$ cat src/rtl/smw_pkg.sv
package smw_pkg;

    localparam int HALF_W = 16;
    localparam int PROD_W = 2 * HALF_W;
    localparam int WORD_W = 2 * HALF_W;
    localparam int ADDR_W = 5;
    localparam int PAIR_W = ADDR_W - 1;

    typedef logic [HALF_W-1:0] half_t;
    typedef logic [PROD_W-1:0] prod_t;
    typedef logic [ADDR_W-1:0] raddr_t;
    typedef logic [PAIR_W-1:0] pair_t;

    typedef enum logic {
        PAIR_STRAIGHT = 1'b0,
        PAIR_CROSSED  = 1'b1
    } pairing_e;

    typedef enum logic {
        NUM_UNSIGNED = 1'b0,
        NUM_SIGNED   = 1'b1
    } numfmt_e;

    // A source word viewed as two halfwords
    typedef struct packed {
        half_t hi;
        half_t lo;
    } word_split_t;

    // Operand pair feeding one multiplier lane
    typedef struct packed {
        half_t x;
        half_t y;
    } lane_ops_t;

    // Products named after the first source half that produced them
    typedef struct packed {
        prod_t top;
        prod_t bot;
    } prod_pair_t;

    // Extend a halfword to a full product width, by sign or by zero
    function automatic prod_t widen_half(half_t h, numfmt_e f);
        logic fill;
        fill = (f == NUM_SIGNED) & h[HALF_W-1];
        return {{HALF_W{fill}}, h};
    endfunction

    // Register address inside the even/odd pair
    function automatic raddr_t pair_addr(pair_t p, logic odd);
        return {p, odd};
    endfunction

endpackage

$ cat src/rtl/smw_lane_route.sv
module smw_lane_route
    import smw_pkg::*;
(
    input  word_split_t a_w,
    input  word_split_t b_w,
    input  pairing_e    pairing,
    output lane_ops_t   top_ops,
    output lane_ops_t   bot_ops
);

    // The first source always keeps its position; only the second source
    // is swapped between lanes in crossed pairing.
    always_comb begin
        top_ops.x = a_w.hi;
        bot_ops.x = a_w.lo;
        if (pairing == PAIR_CROSSED) begin
            top_ops.y = b_w.lo;
            bot_ops.y = b_w.hi;
        end else begin
            top_ops.y = b_w.hi;
            bot_ops.y = b_w.lo;
        end
    end

endmodule

$ cat src/rtl/smw_lane_mul.sv
module smw_lane_mul
    import smw_pkg::*;
(
    input  lane_ops_t ops,
    input  numfmt_e   fmt,
    output prod_t     prod
);

    // Both operands are extended to the product width. Truncating the
    // product of the extended values gives the exact signed or unsigned
    // result, so one multiplier serves both number formats.
    prod_t ext_x;
    prod_t ext_y;

    always_comb begin
        ext_x = widen_half(ops.x, fmt);
        ext_y = widen_half(ops.y, fmt);
        prod  = ext_x * ext_y;
    end

endmodule

$ cat src/rtl/smw_out_stage.sv
module smw_out_stage
    import smw_pkg::*;
(
    input  logic       clk,
    input  logic       rst,
    input  logic       in_valid,
    input  prod_pair_t prods_d,
    input  pair_t      pair_d,
    output logic       out_valid,
    output prod_pair_t prods_q,
    output pair_t      pair_q
);

    always_ff @(posedge clk) begin
        if (rst) begin
            out_valid <= 1'b0;
        end else begin
            out_valid <= in_valid;
        end
    end

    // Data registers load only with a new operation and carry no reset
    always_ff @(posedge clk) begin
        if (in_valid) begin
            prods_q <= prods_d;
            pair_q  <= pair_d;
        end
    end

endmodule

$ cat src/rtl/simd_mul16_wide.sv
module simd_mul16_wide
    import smw_pkg::*;
#(
    parameter int XLEN = 32
) (
    input  logic              clk,
    input  logic              rst,
    input  logic              in_valid,
    input  logic              signed_mode,
    input  logic              cross_mode,
    input  logic [XLEN-1:0]   src_a,
    input  logic [XLEN-1:0]   src_b,
    input  logic [ADDR_W-1:0] dst_idx,
    output logic              out_valid,
    output logic              wr_hi_en,
    output logic [ADDR_W-1:0] wr_hi_addr,
    output logic [PROD_W-1:0] wr_hi_data,
    output logic              wr_lo_en,
    output logic [ADDR_W-1:0] wr_lo_addr,
    output logic [PROD_W-1:0] wr_lo_data,
    output logic [2*PROD_W-1:0] packed_out
);

    localparam int NUM_LANES = 2;

    word_split_t a_w;
    word_split_t b_w;
    pairing_e    pairing;
    numfmt_e     fmt;
    lane_ops_t   lane_ops [NUM_LANES];
    prod_t       lane_prod [NUM_LANES];
    prod_pair_t  prods_d;
    prod_pair_t  prods_q;
    pair_t       pair_q;
    logic        unused_idx_lsb;

    assign a_w     = word_split_t'(src_a[WORD_W-1:0]);
    assign b_w     = word_split_t'(src_b[WORD_W-1:0]);
    assign pairing = pairing_e'(cross_mode);
    assign fmt     = numfmt_e'(signed_mode);
    // The pair is chosen by bits 4:1 alone
    assign unused_idx_lsb = dst_idx[0];

    smw_lane_route u_route (
        .a_w     (a_w),
        .b_w     (b_w),
        .pairing (pairing),
        .top_ops (lane_ops[1]),
        .bot_ops (lane_ops[0])
    );

    for (genvar g = 0; g < NUM_LANES; g++) begin : g_lane
        smw_lane_mul u_mul (
            .ops  (lane_ops[g]),
            .fmt  (fmt),
            .prod (lane_prod[g])
        );
    end

    assign prods_d.top = lane_prod[1];
    assign prods_d.bot = lane_prod[0];

    smw_out_stage u_stage (
        .clk       (clk),
        .rst       (rst),
        .in_valid  (in_valid),
        .prods_d   (prods_d),
        .pair_d    (dst_idx[ADDR_W-1:1]),
        .out_valid (out_valid),
        .prods_q   (prods_q),
        .pair_q    (pair_q)
    );

    if (XLEN == 32) begin : g_pair_write
        assign wr_hi_en   = out_valid;
        assign wr_lo_en   = out_valid;
        assign wr_hi_addr = pair_addr(pair_q, 1'b1);
        assign wr_lo_addr = pair_addr(pair_q, 1'b0);
        assign wr_hi_data = prods_q.top;
        assign wr_lo_data = prods_q.bot;
        assign packed_out = '0;
    end else begin : g_packed_word
        logic unused_upper;
        logic unused_pair;
        assign unused_upper = ^{src_a[XLEN-1:WORD_W], src_b[XLEN-1:WORD_W]};
        assign unused_pair  = ^pair_q;
        assign wr_hi_en   = 1'b0;
        assign wr_lo_en   = 1'b0;
        assign wr_hi_addr = '0;
        assign wr_lo_addr = '0;
        assign wr_hi_data = '0;
        assign wr_lo_data = '0;
        assign packed_out = {prods_q.top, prods_q.bot};
    end

endmodule

$ cat config.mk
export PLATFORM = sky130hd
export DESIGN_NAME = simd_mul16_wide
export DESIGN_NICKNAME = d
export VERILOG_FILES = /design/src/rtl/smw_pkg.sv /design/src/rtl/smw_lane_route.sv /design/src/rtl/smw_lane_mul.sv /design/src/rtl/smw_out_stage.sv /design/src/rtl/simd_mul16_wide.sv
export SDC_FILE = /design/constraint.sdc
export NUM_CORES = 2
export LEC_CHECK = 0
export ABC_AREA = 1
export BUFFER_PORTS_ARGS = -buffer_cell sky130_fd_sc_hd__buf_2
export CAP_MARGIN = 10
export CORE_MARGIN = 4
export CORE_UTILIZATION = 62
export DETAILED_ROUTE_END_ITERATION = 6
export PLACE_DENSITY = 0.82
export RECOVER_POWER = 50
export SLEW_MARGIN = 25
export SYNTH_ARGS = -nofsm -noshare
export SYNTH_HDL_FRONTEND = slang
export SYNTH_SLANG_ARGS = --single-unit
$ cat constraint.sdc
create_clock -name clk -period 9.3 [get_ports clk]
set_clock_uncertainty 0.1 [all_clocks]
set_input_delay 1.395 -clock clk [delete_from_list [all_inputs] [get_ports clk]]
set_output_delay 1.395 -clock clk [all_outputs]
set_load 0.03 [all_outputs]
==> qor.csv <==
metric;value;unit
outcome;complete, but fails checks;
violations;max-capacitance violations, max-slew violations;
cts_tree;built;
crit_type;primary input to register;
syn_avg_cell_area;8.27;sq um
drt-met1-wl;22.5;mm
io_buffers;147;
area_growth;4.53;%
grt_antenna_before_repair;0;
syn_area;24700;sq um
cpPeakStageDelay;0.57;ns
tightest_slew;3.64;ns
syn_inst;2983;
drc;0;
crit_path_start_kind;primary input;
io_pins;215;
yosysWarnings;0;
fp.dieW;207;um
synth_top_cell_area_share;0.458;
clock-sinks;69;
synthDistinctLibCells;38;
path_clk_slew;0.06;ns
ys_ff_latch;69;
drv_cap;1;
gr-total-overflow;0;
drt_iter0_drc;1156;
critical_path_buf_inv_count;9;
cp_slowest_cell;fa_1;
dp_hpwl;57.0;mm
core_area;39000;sq um
routedWlPerCell;18.4;um
crit_top_cell;inv_1;
first_pass_iters;7;
num_vias;19400;
numCtsBuffers;9;
detail-route-antenna-nets;0;
insertedDiodeCount;0;
grt_pass1_vias;21900;
grt_use_total;0.320;
num_rows;72;
dieArea;43000;sq um
cts_hold_buf;0;
yosys.area.top_type;fa_1;
place_area;25500;sq um
crit_family;adder cells;
slew_violations;70;
routabilityCongestion;0.978;
fillers;3339;
hold_slack;1.10;ns
final.period_utilization;0.870;
grt_max_degree;70;
final_core_util;0.661;
vias_per_cell;5.39;
fin_nets;3881;
max_freq;124;MHz
hp-class;primary input to register;
cp.arrival;8.09;ns
worstHoldPathCells;2;
grt_pass1_wl;110;mm
finalSetupViolations;0;
die_h;207;um
critPathRequiredTime;9.29;ns
fin_crit;8.09;ns
floorplan.initialDensity;0.632;
cts_htree_levels;3;
dr_wl_met3;4.55;mm
ys_seq_area_frac;0.0836;
drt-total-wl;66.2;mm
critPathMaxFanout;31;
max_slew_margin;-1.42;
final.setup.tns;0;ns
cts-root-buf;clkbuf_16;
postCtsSetupBuffers;0;
top_layer;met4;
path_depth;26;
finalInstanceArea;25800;sq um
cts_resized;0;
synthTopCellsByArea;fa_1 (46%), inv_1 (12%), nand2_1 (8.8%), ha_1 (8.3%), edfxtp_1 (8.3%);
end_kind;register;
rsz0062_at_grt;false;
cts.path.max_buffers;2;
drive_above_1_share;0.0567;
met2_length;33.9;mm
hold_viol;0;
==> stage by stage <==
stage	std cells	setup slack, ns
after floorplan	3047	2.30
after global placement	3586	0.931
after detailed placement	3586	0.961
after CTS	3602	1.32
after global routing	3602	0.894
final	3602	1.21
==> cell type report <==
| type | count | area, sq um | share of cell area |
|---|---|---|---|
| Timing Repair Buffer | 158 | 773 | 0.0300 |
| Multi-Input combinational cell | 2030 | 18900 | 0.735 |
| Clock buffer | 9 | 225 | 0.00874 |
| Inverter | 811 | 3040 | 0.118 |
| Tap cell | 518 | 648 | 0.0251 |
| Clock inverter | 7 | 76.3 | 0.00296 |
| Sequential cell | 69 | 2060 | 0.0800 |
==> cells in the final DEF (no fill, tap or decap), types with 34 or more instances in the layout <==
cell type,netlist,routed
conb_1,2,66
edfxtp_1,68,68
ha_1,164,164
fa_1,564,564
o21ai_0,34,34
nand3_1,58,58
clkbuf_1,35,34
nand2_1,576,576
inv_1,796,796
nor2_1,365,365
a21oi_1,63,63
xor2_1,37,37
buf_2,14,114
==> cell usage after synthesis <==
cell type  count
o31ai_1        1
o21ai_4        1
a21oi_1       63
inv_1        796
inv_2          5
nand4_1       15
a31oi_1        4
nor3b_1        1
dfxtp_1        1
buf_1          4
nand2b_1       2
clkinv_1      10
o21ai_1        3
o21bai_1       5
xnor2_1       12
nor3_1        14
nand3b_1       5
edfxtp_1      68
nor4_1         3
nand3_1       58
nor2_1       365
nor2_4         1
o21ai_0       34
fa_1         564
and3_1         1
buf_4         83
xor2_1        37
ha_1         164
conb_1         2
buf_6          1
o21a_1         2
nand2_2       15
nand2_1      576
or2_2          3
a21o_1         6
o21ai_2        9
clkbuf_1      35
buf_2         14
==> cell families after synthesis <==
group                    synth area share
adder cells (fa/ha/maj)             0.541
buffers and inverters               0.158
AND/OR/NAND/NOR                     0.170
flip-flops                         0.0836
XOR/XNOR                           0.0174
AO/OA/AOI/OAI                      0.0294
other                            0.000305
==> worst paths after layout <==
kind	to	from
setup / recovery	u_stage.prods_q[62]	cross_mode
hold / removal	u_stage.out_valid	rst
==> state kept, by name, indices dropped and copies added, names as in the netlist <==
name / count
u_stage.prods_q: 64
u_stage.pair_q: 4
u_stage.out_valid: 1
==> routing by layer <==
metal,global-route usage,vias up
met4,0.204,0
met3,0.0518,292
met5,0,-
met1,0.356,9616
met2,0.569,852
li1,-,8648
Power is left out: the tool's default activity adds up to more than one toggle a clock period on the data nets, which glitch-free logic cannot reach.
